--- config.mk ---
export PLATFORM = sky130hd
export DESIGN_NAME = kbc_mailbox
export DESIGN_NICKNAME = d
export VERILOG_FILES = /design/src/rtl/kbc_mbx_pkg.sv /design/src/rtl/kbc_in_buf.sv /design/src/rtl/kbc_out_buf.sv /design/src/rtl/kbc_irq_route.sv /design/src/rtl/kbc_mailbox.sv
export SDC_FILE = /design/constraint.sdc
export NUM_CORES = 1
export LEC_CHECK = 0
export CORE_UTILIZATION = 40
export CTS_CLUSTER_SIZE = 20
export DETAILED_ROUTE_END_ITERATION = 8
export PLACE_DENSITY = 0.94
export SLEW_MARGIN = 20
export SYNTH_ARGS = -nofsm -noshare
export SYNTH_HDL_FRONTEND = slang
export SYNTH_SLANG_ARGS = --single-unit
--- constraint.sdc ---
create_clock -name clk -period 2.3 [get_ports clk]
set_input_delay 0.69 -clock clk [delete_from_list [all_inputs] [get_ports clk]]
set_output_delay 0.69 -clock clk [all_outputs]
set_load 0.03 [all_outputs]
--- src/rtl/kbc_mbx_pkg.sv ---
package kbc_mbx_pkg;

    localparam int DATA_W   = 8;
    localparam int IRQ_N    = 2;
    localparam int KBD_CH   = 0;
    localparam int MOUSE_CH = 1;

    typedef struct packed {
        logic [3:0] spare_hi;
        logic       cmd;
        logic       spare_lo;
        logic       ibf;
        logic       obf;
    } kbc_status_t;

    typedef enum logic {
        SRC_OBF   = 1'b0,
        SRC_IBF_N = 1'b1
    } irq_src_e;

    function automatic int irq_port_bit(input int ch);
        return (ch == KBD_CH) ? 4 : 5;
    endfunction

    function automatic irq_src_e irq_src(input int ch);
        return (ch == KBD_CH) ? SRC_OBF : SRC_IBF_N;
    endfunction

    function automatic kbc_status_t pack_status(input logic obf, input logic ibf,
                                                input logic cmd);
        kbc_status_t s;
        s          = '0;
        s.obf      = obf;
        s.ibf      = ibf;
        s.cmd      = cmd;
        return s;
    endfunction

endpackage

--- src/rtl/kbc_in_buf.sv ---
module kbc_in_buf
    import kbc_mbx_pkg::*;
#(
    parameter int W = DATA_W
) (
    input  logic         clk,
    input  logic         rst,
    input  logic         host_wr,
    input  logic         host_addr2,
    input  logic [W-1:0] host_wdata,
    input  logic         cpu_rd,
    output logic [W-1:0] data_q,
    output logic         ibf_q,
    output logic         cmd_q
);

    always_ff @(posedge clk) begin
        if (rst) begin
            data_q <= '0;
            ibf_q  <= 1'b0;
            cmd_q  <= 1'b0;
        end else begin
            if (host_wr) begin
                data_q <= host_wdata;
                cmd_q  <= host_addr2;
                ibf_q  <= 1'b1;
            end else if (cpu_rd) begin
                ibf_q  <= 1'b0;
            end
        end
    end

    // a host write always leaves the flag set
    a_r1_wr_sets_ibf: assert property (@(posedge clk) disable iff (rst)
        host_wr |=> ibf_q);
    // command marker follows address bit 2
    a_r2_cmd_follows_addr: assert property (@(posedge clk) disable iff (rst)
        host_wr |=> (cmd_q == $past(host_addr2)));
    // a lone CPU read clears the flag
    a_r5_rd_clears_ibf: assert property (@(posedge clk) disable iff (rst)
        (cpu_rd && !host_wr) |=> !ibf_q);

endmodule

--- src/rtl/kbc_out_buf.sv ---
module kbc_out_buf
    import kbc_mbx_pkg::*;
#(
    parameter int W = DATA_W
) (
    input  logic         clk,
    input  logic         rst,
    input  logic         cpu_wr,
    input  logic [W-1:0] cpu_wdata,
    input  logic         host_data_rd,
    output logic [W-1:0] data_q,
    output logic         obf_q
);

    always_ff @(posedge clk) begin
        if (rst) begin
            data_q <= '0;
            obf_q  <= 1'b0;
        end else begin
            if (cpu_wr) begin
                data_q <= cpu_wdata;
                obf_q  <= 1'b1;
            end else if (host_data_rd) begin
                obf_q  <= 1'b0;
            end
        end
    end

    // a CPU write always leaves the flag set
    a_r3_wr_sets_obf: assert property (@(posedge clk) disable iff (rst)
        cpu_wr |=> obf_q);
    // a lone host data read clears the flag
    a_r4_rd_clears_obf: assert property (@(posedge clk) disable iff (rst)
        (host_data_rd && !cpu_wr) |=> !obf_q);
    // without either event the flag holds
    a_r4_obf_holds: assert property (@(posedge clk) disable iff (rst)
        (!host_data_rd && !cpu_wr) |=> $stable(obf_q));

endmodule

--- src/rtl/kbc_irq_route.sv ---
module kbc_irq_route
    import kbc_mbx_pkg::*;
#(
    parameter int W = DATA_W,
    parameter int N = IRQ_N
) (
    input  logic         clk,
    input  logic         rst,
    input  logic         port_wr,
    input  logic [W-1:0] port_wdata,
    input  logic         en_strobe,
    input  logic         obf,
    input  logic         ibf,
    output logic [W-1:0] port_q,
    output logic         en_q,
    output logic [N-1:0] irq
);

    always_ff @(posedge clk) begin
        if (rst) begin
            port_q <= '0;
            en_q   <= 1'b0;
        end else begin
            if (port_wr)   port_q <= port_wdata;
            if (en_strobe) en_q   <= 1'b1;
        end
    end

    for (genvar ch = 0; ch < N; ch++) begin : g_chan
        localparam int       PB  = irq_port_bit(ch);
        localparam irq_src_e SRC = irq_src(ch);
        logic flag_src;
        if (SRC == SRC_OBF) begin : g_obf
            assign flag_src = obf;
        end else begin : g_ibf_n
            assign flag_src = ~ibf;
        end
        assign irq[ch] = en_q ? (port_q[PB] & flag_src) : port_q[PB];
    end

    // enable-flags is sticky until reset
    a_r10_en_sticky: assert property (@(posedge clk) disable iff (rst)
        en_q |=> en_q);
    a_r10_en_strobe: assert property (@(posedge clk) disable iff (rst)
        en_strobe |=> en_q);

endmodule

--- src/rtl/kbc_mailbox.sv ---
module kbc_mailbox
    import kbc_mbx_pkg::*;
(
    input  logic       clk,
    input  logic       rst,
    input  logic       host_wr,
    input  logic       host_rd,
    input  logic       host_addr2,
    input  logic [7:0] host_wdata,
    output logic [7:0] host_rdata,
    input  logic       cpu_out_wr,
    input  logic [7:0] cpu_out_data,
    input  logic       cpu_in_rd,
    output logic [7:0] cpu_in_data,
    output logic [7:0] cpu_status,
    input  logic       cpu_port_wr,
    input  logic [7:0] cpu_port_data,
    output logic [7:0] port_q,
    input  logic       cpu_en_flags,
    output logic       kbd_irq,
    output logic       mouse_irq
);

    logic        ibf, obf, cmd, en_flags;
    logic [7:0]  out_q;
    logic [IRQ_N-1:0] irq_v;
    kbc_status_t status;
    logic        host_data_rd;

    assign host_data_rd = host_rd && !host_addr2;

    kbc_in_buf #(.W(DATA_W)) u_in (
        .clk(clk), .rst(rst),
        .host_wr(host_wr), .host_addr2(host_addr2), .host_wdata(host_wdata),
        .cpu_rd(cpu_in_rd),
        .data_q(cpu_in_data), .ibf_q(ibf), .cmd_q(cmd)
    );

    kbc_out_buf #(.W(DATA_W)) u_out (
        .clk(clk), .rst(rst),
        .cpu_wr(cpu_out_wr), .cpu_wdata(cpu_out_data),
        .host_data_rd(host_data_rd),
        .data_q(out_q), .obf_q(obf)
    );

    kbc_irq_route #(.W(DATA_W), .N(IRQ_N)) u_irq (
        .clk(clk), .rst(rst),
        .port_wr(cpu_port_wr), .port_wdata(cpu_port_data),
        .en_strobe(cpu_en_flags),
        .obf(obf), .ibf(ibf),
        .port_q(port_q), .en_q(en_flags), .irq(irq_v)
    );

    assign status     = pack_status(obf, ibf, cmd);
    assign cpu_status = status;
    assign host_rdata = host_addr2 ? status : out_q;
    assign kbd_irq    = irq_v[KBD_CH];
    assign mouse_irq  = irq_v[MOUSE_CH];

    // in flag mode an empty output buffer keeps the keyboard line low
    a_r7_kbd_gated: assert property (@(posedge clk) disable iff (rst)
        (en_flags && !obf) |-> !kbd_irq);
    // in flag mode a full input buffer keeps the mouse line low
    a_r8_mouse_gated: assert property (@(posedge clk) disable iff (rst)
        (en_flags && ibf) |-> !mouse_irq);
    // unused status bits stay zero
    a_r11_spare_zero: assert property (@(posedge clk) disable iff (rst)
        (cpu_status[7:4] == 4'h0) && !cpu_status[2]);

endmodule

* Word level (Yosys, flattened, before mapping)
Index checks and enable logic that the tools add are counted.
Operators by class: $add $sub $neg 0, multipliers 0, divide/modulo/power cells 0, order comparisons 0, equal/unequal tests 0, shift-type cells 0, mux-type cells 7, bitwise operators 3, reductions and logical operators 4
Operator list (count):
- 8-bit two-way mux | 1
- 1-bit two-way mux | 6
- 2-bit nonzero test | 2
- 1-bit bitwise AND | 2
- 1-bit logical AND | 1
- 1-bit logical NOT | 1
- 1-bit NOT | 1
Word-level totals: register bits after elaboration 28, bits in latches 0, RAM bits 0, memory bits (read-only) 0, input port bits 33, output and inout bits 34, logic and storage cells 21, memories kept 0

* Longest topological paths before layout
word-level depth 4, gate-level depth with buffers 3, mapped depth without buffers 2

* By module
From an unflattened synthesis, not the netlist that was laid out.
Second synthesis, totals: cells, all modules 114, area, all modules 1182.4 µm²
Modules (own cells, without submodules):
- kbc_in_buf | instances 1, cells an instance 33, area each 355.3 µm², sequential area each 200.2 µm²
- kbc_irq_route | instances 1, cells an instance 32, area each 332.8 µm², sequential area each 180.2 µm²
- kbc_out_buf | instances 1, cells an instance 30, area each 321.6 µm², sequential area each 180.2 µm²
- kbc_mailbox | instances 1, cells an instance 19, area each 172.7 µm², sequential area each 0.0 µm²

* Worst setup path before layout
OpenSTA, ideal clock, no wires.
path kind reg-to-output, from register u_irq.port_q[5], to output port mouse_irq, arrival time 1272 ps, data required time 1610 ps, path slack 338 ps, stages on the path, launching flop included 2, path buffers 0, cells stage by stage dfxtp_1 > a21boi_0
Between the ends: cells in the longest elaborated chain, start to end 2
Ends and longest elaborated chain:
- from (decl) | line kbc_irq_route.sv:14 | output logic [W-1:0] port_q,
- from (signal assigned) | line kbc_irq_route.sv:24 | if (port_wr) port_q <= port_wdata;
- 1-bit bitwise AND | line kbc_irq_route.sv:38 | assign irq[ch] = en_q ? (port_q[PB] & flag_src) : port_q[PB];
- 1-bit two-way mux * | line kbc_irq_route.sv:38
- to (decl) | line kbc_mailbox.sv:21 | output logic mouse_irq
Every way passes the cells marked *; elsewhere a longest branch is shown, timed or not.

* Worst setup path after layout
from input port host_addr2, to output port host_rdata[3]
Between the ends: cells in the longest elaborated chain, start to end 1
Ends and longest elaborated chain:
- from (decl) | line kbc_mailbox.sv:8 | input logic host_addr2,
- 8-bit two-way mux | line kbc_mailbox.sv:56 | assign host_rdata = host_addr2 ? status : out_q;
- to (decl) | line kbc_mailbox.sv:10 | output logic [7:0] host_rdata,
No other way between the ends.

==> results.md <==
Status:
- The flow ran to the end, and the final reports show no timing, DRC or antenna violations.

CTS:
- In this run the deepest clock path goes through 2 buffers.
- Buffers inserted during clock tree synthesis total 3.
- The post-CTS setup-driven buffer insertion count is 0.
- Clock-pin slew was measured on the worst setup and hold paths at around 0.14 ns.
- The H-tree level count is 1.
- The buffer type at the clock tree root is sky130_fd_sc_hd__clkbuf_4.
- TritonCTS built the clock tree.
- The TritonCTS sink count is 28.
- The latest clock arrival within the worst-skew pair is 0.32 ns.

Timing:
- The max-slew violation total from the final report is 0.
- The worst clock skew is 0 ns.
- The worst path needs roughly 2.2 ns of the cycle, external delays included.
- The ratio of final minimum period to clock period is a little over nine tenths.
- Setup repair after global routing left no endpoint under its margin.
- The final-report hold violation count was 0.
- The fmax is roughly 450 MHz.
- The final number of setup-violating endpoints is 0.

Run:
- Max-cap violations in this run came to 0.

Critical path:
- Traced cell by cell, the critical path runs through clkdlybuf4s15_2 > mux2_4 > clkdlybuf4s15_2.
- On the critical path, the stage with the largest delay is an instance of sky130_fd_sc_hd__mux2_4.
- STA classifies the critical path endpoint as an output port.
- The worst endpoint data arrival time is 1.55 ns.
- The family of cells with the greatest summed delay on the critical path is buffers and inverters.
- Data on the critical path is required at its endpoint by between 1.5 and 2 ns.
- The largest single stage delay on the critical path is 0.32 ns.
- The worst setup path is launched from an input pin.
- The number of buffers and inverters on the critical path is 2.
- The highest net fanout along the worst path is 5.
- The most numerous cell type found on the critical path is sky130_fd_sc_hd__clkdlybuf4s15_2.
- The critical path is of the input pin to output port type.

Synth:
- The share of the yosys chip area belonging to registers is around 48%.
- The fraction of synthesized cell area taken by the top area cell type is 47.9%.
- In this run, synthesis produced a sequential element count of 28.
- Synthesis instantiated 17 different standard cells from the library.
- The mapped netlist covers 0.00117 mm^2.
- sky130_fd_sc_hd__dfxtp_1 takes more of the synthesized area than any other cell.
- In the post-synthesis netlist, the biggest area contributors are sky130_fd_sc_hd__dfxtp_1, sky130_fd_sc_hd__mux2i_1, sky130_fd_sc_hd__nor2_1.
- The average footprint of a synthesized cell is approximately 10 um^2.
- The count of warnings emitted by yosys is 0.
- The number of cells produced by synthesis is 113.

Pwr:
- Summing internal, switching and leakage power gives 1.03 mW.
- Internal power comes to 0.744 mW.
- The sequential share of power is 51.5%.
- Of the total power, combinational logic draws 25.5%.
- The clock share of power is between 20% and 30%.
- The analysis attributes to net switching a power of between 0.2 and 0.3 mW.
- The share of total power consumed by net switching is between 20 and 30%.
- Across the VDD grid, the largest voltage drop is 443 uV.
- The standby leakage power is 0.795 nW.
- In this run the power density over the cells is 582 mW/mm^2.

Finish:
- The final layout contains around 210 nets.
- The area overhead of the layout relative to synthesis is 51.7%.
- 0 antenna diodes ended up in the layout.
- Fill cells in the final layout number 240.
- The post-route netlist has 14.0% of its cells at a drive strength greater than 1.
- The finished layout cell area is 0.00178 mm^2.

GRT:
- The total overflow left after global routing is 0.
- Global routing used 17.3% of the available tracks.
- The via count of the first global-routing pass was 958.
- The largest net degree at the start of global routing is 29.
- The initial antenna violation count came to 0.
- The global-route wire length before repair is 4.31 mm.

Floorplanning:
- The floorplan die height is 56.1 um.
- For this design the top-level I/O count stands at 67.
- The initial core utilization is 42.5%.
- The floorplan has 19 rows.
- The floorplan die width is 56.1 um.
- The area of the core is 0.00276 mm^2.
- The die covers 0.00315 mm^2.

Place:
- Routability-driven placement finished with a final weighted congestion of 0.758.
- The port buffer count is 61.
- The half-perimeter wire length after detailed placement is 2.05 mm.
- After detailed placement, the total cell area comes to approximately 0.0017 mm^2.

Routing:
- The number of detailed-route iterations in the first pass is 4.
- The total number of vias is 957.
- The average detailed-routed wire length per instance is 13.1 um.
- Once detail routing completed, the nets flagged for antenna violations numbered 0.
- The detailed router's first-iteration violation count is 27.
- Summed over all layers, the routed wires come to roughly 2.7 mm.
- The post-detailed-route via-to-cell ratio is 4.71.
- The final routed DRC violation total is 0.

Min path:
- The min-delay analysis places its worst path in the category flop to flop.
kinds of logic after synthesis:
group | share of synthesized area (%)
mux | 25.2
flops | 47.9
compound gates | 2.78
other cells | 0.320
simple gates | 12.7
buf+inv | 11.1
Yosys cell counts:
master,n
sky130_fd_sc_hd__a21oi_1,1
sky130_fd_sc_hd__nor2b_1,5
sky130_fd_sc_hd__buf_6,4
sky130_fd_sc_hd__a211oi_2,1
sky130_fd_sc_hd__dfxtp_1,28
sky130_fd_sc_hd__buf_4,9
sky130_fd_sc_hd__inv_1,1
sky130_fd_sc_hd__buf_2,2
sky130_fd_sc_hd__a21boi_0,1
sky130_fd_sc_hd__nor2_2,1
sky130_fd_sc_hd__a21boi_1,1
sky130_fd_sc_hd__mux2i_1,25
sky130_fd_sc_hd__mux2_4,3
sky130_fd_sc_hd__conb_1,1
sky130_fd_sc_hd__nor2_1,28
sky130_fd_sc_hd__inv_2,1
sky130_fd_sc_hd__nand2b_1,1
metal layers:
metal,global-route usage (%),vias up,part of all wire (%)
met5,0,-,0
met4,6.27,0,0.79
met3,3.95,2,6.9
met2,31.6,35,53
met1,19.4,450,40
li1,-,470,-
power by group through the flow:
stage | logic [mW] | clock network, mW | registers, mW
global route | 0.280 | 0.274 | 0.537
detailed placement | 0.269 | 0 | 0.543
finish | 0.264 | 0.237 | 0.533
CTS | 0.267 | 0.247 | 0.533
global placement | 0.262 | 0 | 0.541
floorplan | 0.128 | 0 | 0.572
timing repair:
action | 4_1_cts | 5_1_grt
setup endpoints to repair | 10 | 0
endpoints found under the hold margin | 0 | 0
hold buffers | 0 | 0
gates resized for setup | 14 | 0
metrics by stage:
step / TNS, ns / instances / hold WS [ns] / utilization, % / setup slack, ns
5_1_grt: 0 / 203 / 0.550 / 64.4 / 0.0419
3_5_place_dp: -2.62 / 199 / 0.478 / 63.0 / -0.647
4_1_cts: 0 / 203 / 0.513 / 64.4 / 0.0517
3_3_place_gp: -2.44 / 199 / 0.466 / 63.0 / -0.626
6_report: 0 / 203 / 0.514 / 64.4 / 0.0571
2_1_floorplan: 0 / 117 / 0.452 / - / 0.338
worst reg2reg max path: cells and delay by family, from the launching register on:
kind | cells | cell delay, ns
flip-flops | 1 | 0.43
AO/OA/AOI/OAI | 1 | 0.20
AND/OR/NAND/NOR | 1 | 0.07
worst paths after layout:
path                     endpoint  slack [ns]       startpoint  depth (start not counted)
setup reg to reg      u_out.obf_q        1.53      u_out.obf_q                          2
setup / recovery    host_rdata[3]        0.06       host_addr2                          3
hold / removal    u_out.data_q[5]        0.51  u_out.data_q[5]                          2
hold reg to reg   u_out.data_q[5]        0.51  u_out.data_q[5]                          2
area by class of cell:
cell class	instances	area (um^2)	area share, %
tap	31	38.8	2.18
clock buffer	4	36.3	2.04
sequential	28	561	31.5
timing repair buffer	66	638	35.9
multi-input combinational	72	495	27.9
inverter	2	7.51	0.423
registers in the layout, indices dropped and copies added, names as in the netlist:
name          cells
u_out.obf_q       1
u_irq.en_q        1
u_in.data_q       8
u_out.data_q      8
u_in.ibf_q        1
u_irq.port_q      8
u_in.cmd_q        1
cell usage in the layout, fill, tap and decap left out:
cell                              netlist  layout
sky130_fd_sc_hd__inv_2                  1       1
sky130_fd_sc_hd__nor2_2                 1       1
sky130_fd_sc_hd__nand2b_1               1       1
sky130_fd_sc_hd__mux2_4                 3       3
sky130_fd_sc_hd__clkdlybuf4s50_1        0      50
sky130_fd_sc_hd__a21oi_1                1       1
sky130_fd_sc_hd__a211oi_2               1       1
sky130_fd_sc_hd__clkdlybuf4s15_2        0       4
sky130_fd_sc_hd__a21boi_1               1       1
sky130_fd_sc_hd__mux2i_1               25      25
sky130_fd_sc_hd__conb_1                 1       5
sky130_fd_sc_hd__buf_4                  9      10
sky130_fd_sc_hd__nor2_1                28      28
sky130_fd_sc_hd__nor2b_1                5       5
sky130_fd_sc_hd__dfxtp_1               28      28
sky130_fd_sc_hd__dlygate4sd2_1          0       2
sky130_fd_sc_hd__clkbuf_8               0       1
sky130_fd_sc_hd__a21boi_0               1       1
sky130_fd_sc_hd__clkbuf_4               0       3
sky130_fd_sc_hd__inv_1                  1       1
Power figures use the tool's default switching activity.
